==> src/rtl/gpio_irq_pkg.sv <==
`timescale 1ns/1ps
package gpio_irq_pkg;

    localparam int ADDR_W = 3;
    localparam int CODE_W = 2;

    typedef enum logic [CODE_W-1:0] {
        TRIG_RISE = 2'd0,
        TRIG_FALL = 2'd1,
        TRIG_HIGH = 2'd2,
        TRIG_LOW  = 2'd3
    } trig_e;

    typedef enum logic [ADDR_W-1:0] {
        SEL_USE   = 3'd0,
        SEL_DIR   = 3'd1,
        SEL_TRIGA = 3'd2,
        SEL_TRIGB = 3'd3,
        SEL_MASK  = 3'd4,
        SEL_EVENT = 3'd5
    } reg_sel_e;

    typedef struct packed {
        logic now;
        logic last;
    } pin_samp_t;

    function automatic logic trig_hit(trig_e t, pin_samp_t s);
        case (t)
            TRIG_RISE: return  s.now & ~s.last;
            TRIG_FALL: return ~s.now &  s.last;
            TRIG_HIGH: return  s.now;
            default:   return ~s.now;
        endcase
    endfunction

endpackage

==> src/rtl/gpio_irq_sync.sv <==
`timescale 1ns/1ps
module gpio_irq_sync #(
    parameter int NPINS = 32
) (
    input  logic             clk,
    input  logic             rst,
    input  logic [NPINS-1:0] pin_i,
    output logic [NPINS-1:0] now_o,
    output logic [NPINS-1:0] last_o
);
    logic [NPINS-1:0] meta_q;

    always_ff @(posedge clk) begin
        if (rst) begin
            meta_q <= '0;
            now_o  <= '0;
            last_o <= '0;
        end else begin
            meta_q <= pin_i;
            now_o  <= meta_q;
            last_o <= now_o;
        end
    end
endmodule

==> src/rtl/gpio_irq_detect.sv <==
`timescale 1ns/1ps
module gpio_irq_detect
    import gpio_irq_pkg::*;
#(
    parameter int NPINS = 32
) (
    input  logic [NPINS-1:0]          now_i,
    input  logic [NPINS-1:0]          last_i,
    input  logic [NPINS-1:0]          armed_i,
    input  logic [CODE_W*NPINS-1:0]   codes_i,
    output logic [NPINS-1:0]          evt_o
);
    for (genvar p = 0; p < NPINS; p++) begin : g_pin
        pin_samp_t samp;
        trig_e     kind;
        always_comb begin
            samp.now  = now_i[p];
            samp.last = last_i[p];
            kind      = trig_e'(codes_i[CODE_W*p +: CODE_W]);
            evt_o[p]  = armed_i[p] & trig_hit(kind, samp);
        end
    end
endmodule

==> src/rtl/gpio_irq_regs.sv <==
`timescale 1ns/1ps
module gpio_irq_regs
    import gpio_irq_pkg::*;
#(
    parameter int NPINS = 32
) (
    input  logic                      clk,
    input  logic                      rst,
    input  logic                      we,
    input  logic [ADDR_W-1:0]         addr,
    input  logic [NPINS-1:0]          wdata,
    input  logic [NPINS-1:0]          evt_i,
    output logic [NPINS-1:0]          rdata,
    output logic [NPINS-1:0]          use_o,
    output logic [NPINS-1:0]          dir_o,
    output logic [CODE_W*NPINS-1:0]   codes_o,
    output logic [NPINS-1:0]          mask_o,
    output logic [NPINS-1:0]          status_o
);
    logic [NPINS-1:0] trig_a_q, trig_b_q;
    logic [NPINS-1:0] clr;
    reg_sel_e         sel;

    assign sel     = reg_sel_e'(addr);
    assign clr     = (we && sel == SEL_EVENT) ? wdata : '0;
    assign codes_o = {trig_b_q, trig_a_q};

    always_ff @(posedge clk) begin
        if (rst) begin
            use_o    <= '0;
            dir_o    <= '0;
            trig_a_q <= '0;
            trig_b_q <= '0;
            mask_o   <= '0;
            status_o <= '0;
        end else begin
            if (we) begin
                case (sel)
                    SEL_USE:   use_o    <= wdata;
                    SEL_DIR:   dir_o    <= wdata;
                    SEL_TRIGA: trig_a_q <= wdata;
                    SEL_TRIGB: trig_b_q <= wdata;
                    SEL_MASK:  mask_o   <= wdata;
                    default:   ;
                endcase
            end
            status_o <= (status_o & ~clr) | evt_i;
        end
    end

    always_comb begin
        case (sel)
            SEL_USE:   rdata = use_o;
            SEL_DIR:   rdata = dir_o;
            SEL_TRIGA: rdata = trig_a_q;
            SEL_TRIGB: rdata = trig_b_q;
            SEL_MASK:  rdata = mask_o;
            SEL_EVENT: rdata = status_o;
            default:   rdata = '0;
        endcase
    end
endmodule

==> src/rtl/gpio_irq_port.sv <==
`timescale 1ns/1ps
module gpio_irq_port
    import gpio_irq_pkg::*;
#(
    parameter int NPINS = 32
) (
    input  logic              clk,
    input  logic              rst,
    input  logic [NPINS-1:0]  pin_i,
    input  logic              reg_we,
    input  logic [ADDR_W-1:0] reg_addr,
    input  logic [NPINS-1:0]  reg_wdata,
    output logic [NPINS-1:0]  reg_rdata,
    output logic              irq_o
);
    localparam int CODES_W = CODE_W * NPINS;

    logic [NPINS-1:0]   now_v, last_v;
    logic [NPINS-1:0]   use_v, dir_v, mask, status, armed, evt;
    logic [CODES_W-1:0] codes;

    gpio_irq_sync #(.NPINS(NPINS)) u_sync (
        .clk(clk), .rst(rst), .pin_i(pin_i),
        .now_o(now_v), .last_o(last_v)
    );

    assign armed = use_v & ~dir_v;

    gpio_irq_detect #(.NPINS(NPINS)) u_det (
        .now_i(now_v), .last_i(last_v), .armed_i(armed),
        .codes_i(codes), .evt_o(evt)
    );

    gpio_irq_regs #(.NPINS(NPINS)) u_regs (
        .clk(clk), .rst(rst), .we(reg_we), .addr(reg_addr),
        .wdata(reg_wdata), .evt_i(evt), .rdata(reg_rdata),
        .use_o(use_v), .dir_o(dir_v), .codes_o(codes),
        .mask_o(mask), .status_o(status)
    );

    assign irq_o = |(status & mask);
endmodule

==> config.mk <==
export PLATFORM = sky130hd
export DESIGN_NAME = gpio_irq_port
export DESIGN_NICKNAME = d
export VERILOG_FILES = /design/src/rtl/gpio_irq_pkg.sv /design/src/rtl/gpio_irq_sync.sv /design/src/rtl/gpio_irq_detect.sv /design/src/rtl/gpio_irq_regs.sv /design/src/rtl/gpio_irq_port.sv
export SDC_FILE = /design/constraint.sdc
export NUM_CORES = 1
export LEC_CHECK = 0
export BUFFER_PORTS_ARGS = -buffer_cell sky130_fd_sc_hd__buf_2
export CORE_ASPECT_RATIO = 0.8
export CORE_MARGIN = 3
export CORE_UTILIZATION = 35
export CTS_BUF_LIST = sky130_fd_sc_hd__clkbuf_16
export DETAILED_ROUTE_END_ITERATION = 8
export SYNTH_ARGS = -nofsm -noshare
export SYNTH_HDL_FRONTEND = slang
export SYNTH_SLANG_ARGS = --single-unit
==> constraint.sdc <==
create_clock -name clk -period 1.8 [get_ports clk]
set_clock_uncertainty 0.05 [all_clocks]
set_input_delay 0.27 -clock clk [delete_from_list [all_inputs] [get_ports clk]]
set_output_delay 0.27 -clock clk [all_outputs]
set_load 0.02 [all_outputs]
==> results of run 1 <==
==> power breakdown <==
group	switching (W)	leakage, nW	total [W]	internal (W)
combinational	0.000649	3.13	0.00119	0.000540
clock	0.00247	0.432	0.00548	0.00302
sequential	0.000118	2.36	0.00666	0.00654
==> path summary, 6_finish.rpt <==
check	start	endpoint	slack [ns]	depth (start not counted)
hold reg to reg	u_sync.meta_q[16]$_SDFF_PP0_	u_sync.now_o[16]$_SDFF_PP0_	0.39	1
setup / recovery	u_regs.mask_o[18]$_SDFFE_PP0P_	irq_o	-0.48	4
hold / removal	rst	u_regs.dir_o[28]$_SDFFE_PP0P_	0.07	2
setup reg to reg	u_regs.trig_a_q[16]$_SDFFE_PP0P_	u_regs.status_o[8]$_SDFF_PP0_	0.48	3
==> registers in the layout, indices dropped and copies added, names as in the netlist <==
name	cells
u_regs.status_o	32
u_sync.meta_q	32
u_sync.last_o	32
u_regs.mask_o	32
u_regs.dir_o	32
u_sync.now_o	32
u_regs.use_o	32
u_regs.trig_a_q	32
u_regs.trig_b_q	32
==> per-layer routing <==
layer | track usage (%) | up-vias | wire length [µm]
li1 | - | 5224 | -
met1 | 30.5 | 5230 | 18000
met2 | 35.0 | 417 | 18100
met3 | 3.85 | 77 | 3270
met4 | 6.11 | 4 | 950
met5 | 0 | - | 21
==> repair_timing <==
item / 4_1_cts / 5_1_grt
gates resized for setup: 155 / 60
buffers inserted: 3 / 4
setup endpoints to repair: 28 / 28
hold buffers: 64 / 0
hold endpoints to repair: 192 / 0
pin swaps: 28 / 31
gates cloned: 4 / 0
==> cells in the final DEF, fill, tap and decap left out, types with 2 or more instances in the layout <==
| cell | count |
|---|---|
| a21oi_1 | 190 |
| nor3b_4 | 3 |
| clkinv_1 | 6 |
| buf_4 | 67 |
| o2111ai_1 | 2 |
| nand2_1 | 322 |
| clkinv_2 | 5 |
| nand2b_1 | 90 |
| a31o_2 | 24 |
| inv_1 | 8 |
| dfxtp_4 | 2 |
| nand4bb_1 | 3 |
| a31o_1 | 6 |
| nand3_1 | 6 |
| nor2_1 | 62 |
| nand4_1 | 4 |
| and3b_1 | 2 |
| dfxtp_2 | 30 |
| clkbuf_16 | 29 |
| xnor2_1 | 2 |
| a22oi_2 | 61 |
| buf_2 | 65 |
| a211o_1 | 2 |
| and4b_1 | 2 |
| and4bb_2 | 2 |
| nand3_2 | 26 |
| buf_8 | 3 |
| nor2b_1 | 126 |
| buf_12 | 22 |
| dfxtp_1 | 256 |
| xor2_1 | 2 |
| a22oi_1 | 51 |
| buf_16 | 4 |
| o22ai_1 | 30 |
| buf_6 | 49 |
| dlygate4sd3_1 | 64 |
==> stage by stage <==
step / cell area (µm²) / hold WS [ns] / utilization, % / power, W / cells
global route: 15800 / 0.0645 / 48.0 / 0.0138 / 2062
CTS: 15500 / 0.0523 / 47.2 / 0.0134 / 2059
finish: 15800 / 0.0660 / 48.0 / 0.0133 / 2062
global placement: 13400 / 0.368 / 40.7 / 0.00774 / 1942
detailed placement: 13400 / 0.373 / 40.7 / 0.00776 / 1942
floorplan: 11800 / 0.348 / - / 0.00726 / 1415
==> logic make-up (layout without fill, tap and decap cells) <==
| logic type | count (synthesis) | in the layout | share of synthesized area, % |
|---|---|---|---|
| and+or+nand+nor | 654 | 654 | 26.9 |
| AOI/OAI and AO/OA | 366 | 366 | 19.3 |
| DFF | 288 | 288 | 48.8 |
| buffers and inverters | 103 | 323 | 4.64 |
| xor gates and xnor gates | 4 | 4 | 0.297 |
==> layout make-up <==
| cell class | count | area share, % |
|---|---|---|
| multi-input cells | 1024 | 37.9 |
| flip-flops and latches | 288 | 36.9 |
| repair buffers | 274 | 16.6 |
| clock buffers | 29 | 4.60 |
| well taps | 427 | 3.39 |
| clock inverters | 18 | 0.635 |
| inverters | 2 | 0.0476 |
==> metrics.md, run 1 <==
| Metric | Value |
|---|---|
| Initial DRC Count | `972` |
| Clk_lat worst skew | `0.56 ns` |
| Drt total wl | `40400 µm` |
| Largest net degree at the start of global routing | `53` |
| Failing checks | `negative setup slack` |
| Slew Limit Headroom | `61.7%` |
| Final Wtd Congestion | `0.825` |
| Post-synth EDFFs | `0` |
| Final setup violation count | `3` |
| Initial antenna violation count | `2` |
| Row Count | `59` |
| DRC viols | `0` |
| Proportion of layout cells with a drive suffix above 1 | `24.3%` |
| Main flop type after synthesis | `dfxtp_1` |
| Post-Synthesis Cell Area | `0.0118 mm²` |
| Final setup margin | `-0.478 ns` |
| Top-count cell post-synth | `nand2_1` |
| Yosys reg bits | `288` |
| Chip width | `211 µm` |
| Multi-input logic area | `0.00597 mm²` |
| Max-Cap Viols | `0` |
| Required time of the worst setup path | `1.48 ns` |
| Largest area contributor in the netlist | `dfxtp_1` |
| Final period utilization | `127%` |
| Syn avg cell area | `8.34 µm²` |
| Peak supply drop | `451 µV` |
| Synth area leaders | `dfxtp_1 49%, nand2_1 10%, a21oi_1 8.1%` |
| Critical path's slowest cell | `or4_4` |
| Sink Count | `288` |
| PortBufs | `102` |
| Crit end category | `output pin` |
| Final #Nets | `1688` |
| Gr ovfl total | `0` |
| Setup TNS | `-0.523 ns` |
| Core area | `0.0329 mm²` |
| HP Class | `input port to flip-flop` |
| DPL Wire Length | `25200 µm` |
| Syn nets | `1485` |
| Post-synth top cells | `322 x nand2_1, 288 x dfxtp_1, 190 x a21oi_1, 126 x nor2b_1, 112 x a22oi_1` |
| Slew @ Worst Pin | `0.575 ns` |
| Fillcell total | `3120` |
| H-Tree Depth | `1` |
| Clock buffer depth | `3` |
| Startpoint Class | `flip-flop` |
| CTS Buf Count | `28` |
| Unrepaired setup endpoints after global routing | `true` |
| Number of global-route vias before repair | `10400` |
| Initial Util | `35.9%` |
| FF+latch area | `0.00581 mm²` |
| ANT nets after route | `0` |
| P_leak | `5.92 nW` |
| DR WL/cell | `19.6 µm` |
| Cell variety after synth | `33` |
| Clk root buf | `clkbuf_16` |
| CTS clock-pin slew for the worst setup and hold paths | `0.06 ns` |
| Die ar. | `0.0360 mm²` |
| Fmax | `439 MHz` |
| Global-route wire length before repair | `61300 µm` |
| Final hold viol count | `0` |
| Status | `finished, violations left` |
| Max-slew violation count | `0` |
| Crit path time final | `2.28 ns` |
| Power per Cell Area | `845 mW/mm²` |
| Critical path type | `flip-flop to output pin` |
| CTS tree | `done` |
| Synth-to-Final Area Change | `33.5%` |
| FFs w/ async S/R, synth | `0%` |
| DR pass1 iterations | `5` |
| Ys Warns | `0` |
| Vias per cell | `5.31` |
| DIE HEIGHT | `170 µm` |
| I/O pins | `103` |
| Top-area cell type share of the netlist area | `48.8%` |
| Total number of vias | `11000` |
| Worst Path Arrival | `1.96 ns` |
| Total track usage | `21.8%` |
| Post-synthesis cell count | `1415` |
| Critical-path cell list | `a22oi_2, nand4_1, or4_4, buf_6` |
| Bufs and invs on worst path | `1` |
| Pre-CTS WS | `-0.0979 ns` |
| Crit-path leading delay family | `simple AND/OR/NAND/NOR gates` |
| Sequential area share after synthesis | `48.8%` |
| Max FO, Critical Path | `2` |
| Max incr delay on CP | `0.58 ns` |
| # diodes | `0` |
No activity file was read; power rests on OpenSTA's default activity.
==> run 2, diff against run 1 <==
==> constraint.sdc (replaced) <==
create_clock -name clk -period 2.32 [get_ports clk]
set_clock_uncertainty 0.05 [all_clocks]
set_input_delay 0.348 -clock clk [delete_from_list [all_inputs] [get_ports clk]]
set_output_delay 0.348 -clock clk [all_outputs]
set_load 0.02 [all_outputs]
==> run 2 against run 1 <==
  * The flow still finishes with violations (negative setup slack)
  * Flip-flop and latch count stayed put
  * Register-to-register slack better by 0.57 ns
  * Worst hold slack worse by 0.032 ns
  * Non-clock buffer count is 108 lower
  * Clock power is 18% lower
  * Wire length is 6.6% lower
  * Critical path type unchanged
==> metrics.md, run 2 (synthesis gave the netlist of run 1 again) <==
| Metric | Value |
|---|---|
| ANT nets after route | `0 (unchanged)` |
| Max-slew violation count | `0 (unchanged)` |
| Clock buffer depth | `3 (unchanged)` |
| Final setup margin | `-0.158 ns (was -0.478 ns)` |
| H-Tree Depth | `1 (unchanged)` |
| DR WL/cell | `19.2 µm (was 19.6 µm)` |
| Largest net degree at the start of global routing | `63 (was 53)` |
| Failing checks | `negative setup slack (unchanged)` |
| Sink Count | `288 (unchanged)` |
| Max incr delay on CP | `0.52 ns (was 0.58 ns)` |
| Number of global-route vias before repair | `9635 (was 10400)` |
| Max-Cap Viols | `0 (unchanged)` |
| DPL Wire Length | `23500 µm (was 25200 µm)` |
| Crit path time final | `2.48 ns` |
| Total track usage | `20.3% (was 21.8%)` |
| Multi-input logic area | `0.00556 mm² (was 0.00597 mm²)` |
| I/O pins | `103 (unchanged)` |
| Total number of vias | `10400 (was 11000)` |
| Clk_lat worst skew | `0.56 ns (about the same)` |
| Proportion of layout cells with a drive suffix above 1 | `14.0% (was 24.3%)` |
| DR pass1 iterations | `5 (unchanged)` |
| Chip width | `211 µm (unchanged)` |
| PortBufs | `102 (unchanged)` |
| Bufs and invs on worst path | `1 (unchanged)` |
| Peak supply drop | `550 µV (was 451 µV)` |
| Slew Limit Headroom | `63.1% (was 61.7%)` |
| FF+latch area | `0.00577 mm² (was 0.00581 mm²)` |
| Critical-path cell list | `a22oi_1, nand4_1, or4_4, buf_2 (was a22oi_2, nand4_1, or4_4, buf_6)` |
| Critical path's slowest cell | `or4_4 (unchanged)` |
| Die ar. | `0.0360 mm² (unchanged)` |
| Final period utilization | `107%` |
| Gr ovfl total | `0 (unchanged)` |
| Required time of the worst setup path | `1.92 ns (was 1.48 ns)` |
| Critical path type | `flip-flop to output pin (unchanged)` |
| Fillcell total | `3186 (was 3120)` |
| Commonest non-fill, non-tap cell in the layout | `nand2_1 (unchanged)` |
| Global-route wire length before repair | `57200 µm (was 61300 µm)` |
| DP Area | `0.0128 mm² (was 0.0134 mm²)` |
| Fin area | `0.0141 mm² (was 0.0158 mm²)` |
| Clk root buf | `clkbuf_16 (unchanged)` |
| CTS tree | `done (unchanged)` |
| P_leak | `5.14 nW (was 5.92 nW)` |
| Crit-path leading delay family | `simple AND/OR/NAND/NOR gates (unchanged)` |
| Crit end category | `output pin (unchanged)` |
| Worst Path Arrival | `2.08 ns (was 1.96 ns)` |
| Initial DRC Count | `873 (was 972)` |
| Max FO, Critical Path | `3 (was 2)` |
| Unrepaired setup endpoints after global routing | `true (unchanged)` |
| Synth-to-Final Area Change | `19.5% (was 33.5%)` |
| Final #Nets | `1582 (was 1688)` |
| Drt total wl | `37700 µm (was 40400 µm)` |
| Final Wtd Congestion | `0.824 (was 0.825)` |
| DIE HEIGHT | `170 µm (unchanged)` |
| CTS Buf Count | `30 (was 28)` |
| Vias per cell | `5.28 (was 5.31)` |
| Final setup violation count | `1 (was 3)` |
| Final hold viol count | `0 (unchanged)` |
| Core area | `0.0329 mm² (unchanged)` |
| Startpoint Class | `flip-flop (unchanged)` |
| DRC viols | `0 (unchanged)` |
| Initial antenna violation count | `1 (was 2)` |
| CTS clock-pin slew for the worst setup and hold paths | `0.06 ns (about the same)` |
| Fmax | `404 MHz` |
| Most frequent cells in the layout | `322 x nand2_1, 288 x dfxtp_1, 190 x a21oi_1, 126 x nor2b_1, 107 x a22oi_1 (was 322 x nand2_1, 256 x dfxtp_1, 190 x a21oi_1, 126 x nor2b_1, 90 x nand2b_1)` |
| Power per Cell Area | `738 mW/mm² (was 845 mW/mm²)` |
| HP Class | `input port to flip-flop (unchanged)` |
| Slew @ Worst Pin | `0.554 ns (was 0.575 ns)` |
| Row Count | `59 (unchanged)` |
| Final Total Pwr | `0.0104 W (was 0.0133 W)` |
| Status | `finished, violations left (unchanged)` |
| Initial Util | `35.9% (unchanged)` |
## run 2: cell count changes in the layout (fill, tap and decap cells not counted), sizes merged
cell	delta
clkinvlp	+2
clkbuf	+2
buf	-76
diode	+1
inv	-2
dlygate4sd3	-32
clkinv	+7
## run 2: cell type report
type | instances | share of cell area, %
Antenna cell | 1 | 0.0177
Clock buffer | 31 | 5.50
Clock inverter | 25 | 0.985
Inverter | 2 | 0.0532
Multi-Input combinational cell | 1024 | 39.4
Sequential cell | 288 | 40.9
Tap cell | 427 | 3.79
Timing Repair Buffer | 166 | 9.35
## run 2: power breakdown
group          switching (W)  internal [W]
logic               0.000443      0.000296
registers          0.0000903       0.00507
clock network        0.00200       0.00251
total                0.00253       0.00788
## run 2: final timing paths
kind / startpoint / end / slack, ns / cells past startpoint
max: u_regs.mask_o[26]$_SDFFE_PP0P_ / irq_o / -0.16 / 4
min: reg_wdata[31] / u_regs.trig_b_q[31]$_SDFFE_PP0P_ / 0.03 / 3
max reg2reg: u_regs.trig_a_q[28]$_SDFFE_PP0P_ / u_regs.status_o[14]$_SDFF_PP0_ / 1.05 / 3
min reg2reg: u_sync.meta_q[5]$_SDFF_PP0_ / u_sync.now_o[5]$_SDFF_PP0_ / 0.38 / 1
## run 2: repair_timing
action,4_1_cts,5_1_grt
setup endpoints to repair,1,1
hold endpoints to repair,32,0
resized for setup,5,1
cloned,0,0
setup buffers,0,0
pin swaps,0,1
hold buffers,32,0
## run 2: stage by stage
stage          setup WS, ns  cells  utilization [%]  TNS (ns)  hold slack, ns
2_1_floorplan         0.570   1415                -         0           0.364
6_report             -0.158   1964             42.9    -0.158          0.0343
5_1_grt              -0.211   1964             42.9    -0.211          0.0316
4_1_cts              -0.180   1963             42.9    -0.180          0.0146
3_3_place_gp          0.199   1875             39.1         0           0.367
3_5_place_dp          0.162   1875             39.1         0           0.372
## run 2: worst register-to-register path: cells and delay by family, from the launching register on
family	cells	cell delay [ns]
compound gates	2	0.65
flops	1	0.35
simple gates	1	0.15
## run 2: layer usage
layer	vias up	part of all wire [%]	track usage [%]
li1	5010	-	-
met1	4920	45	28.0
met2	380	45	32.5
met3	60	7.9	4.11
met4	0	2.2	5.91
met5	-	0	0
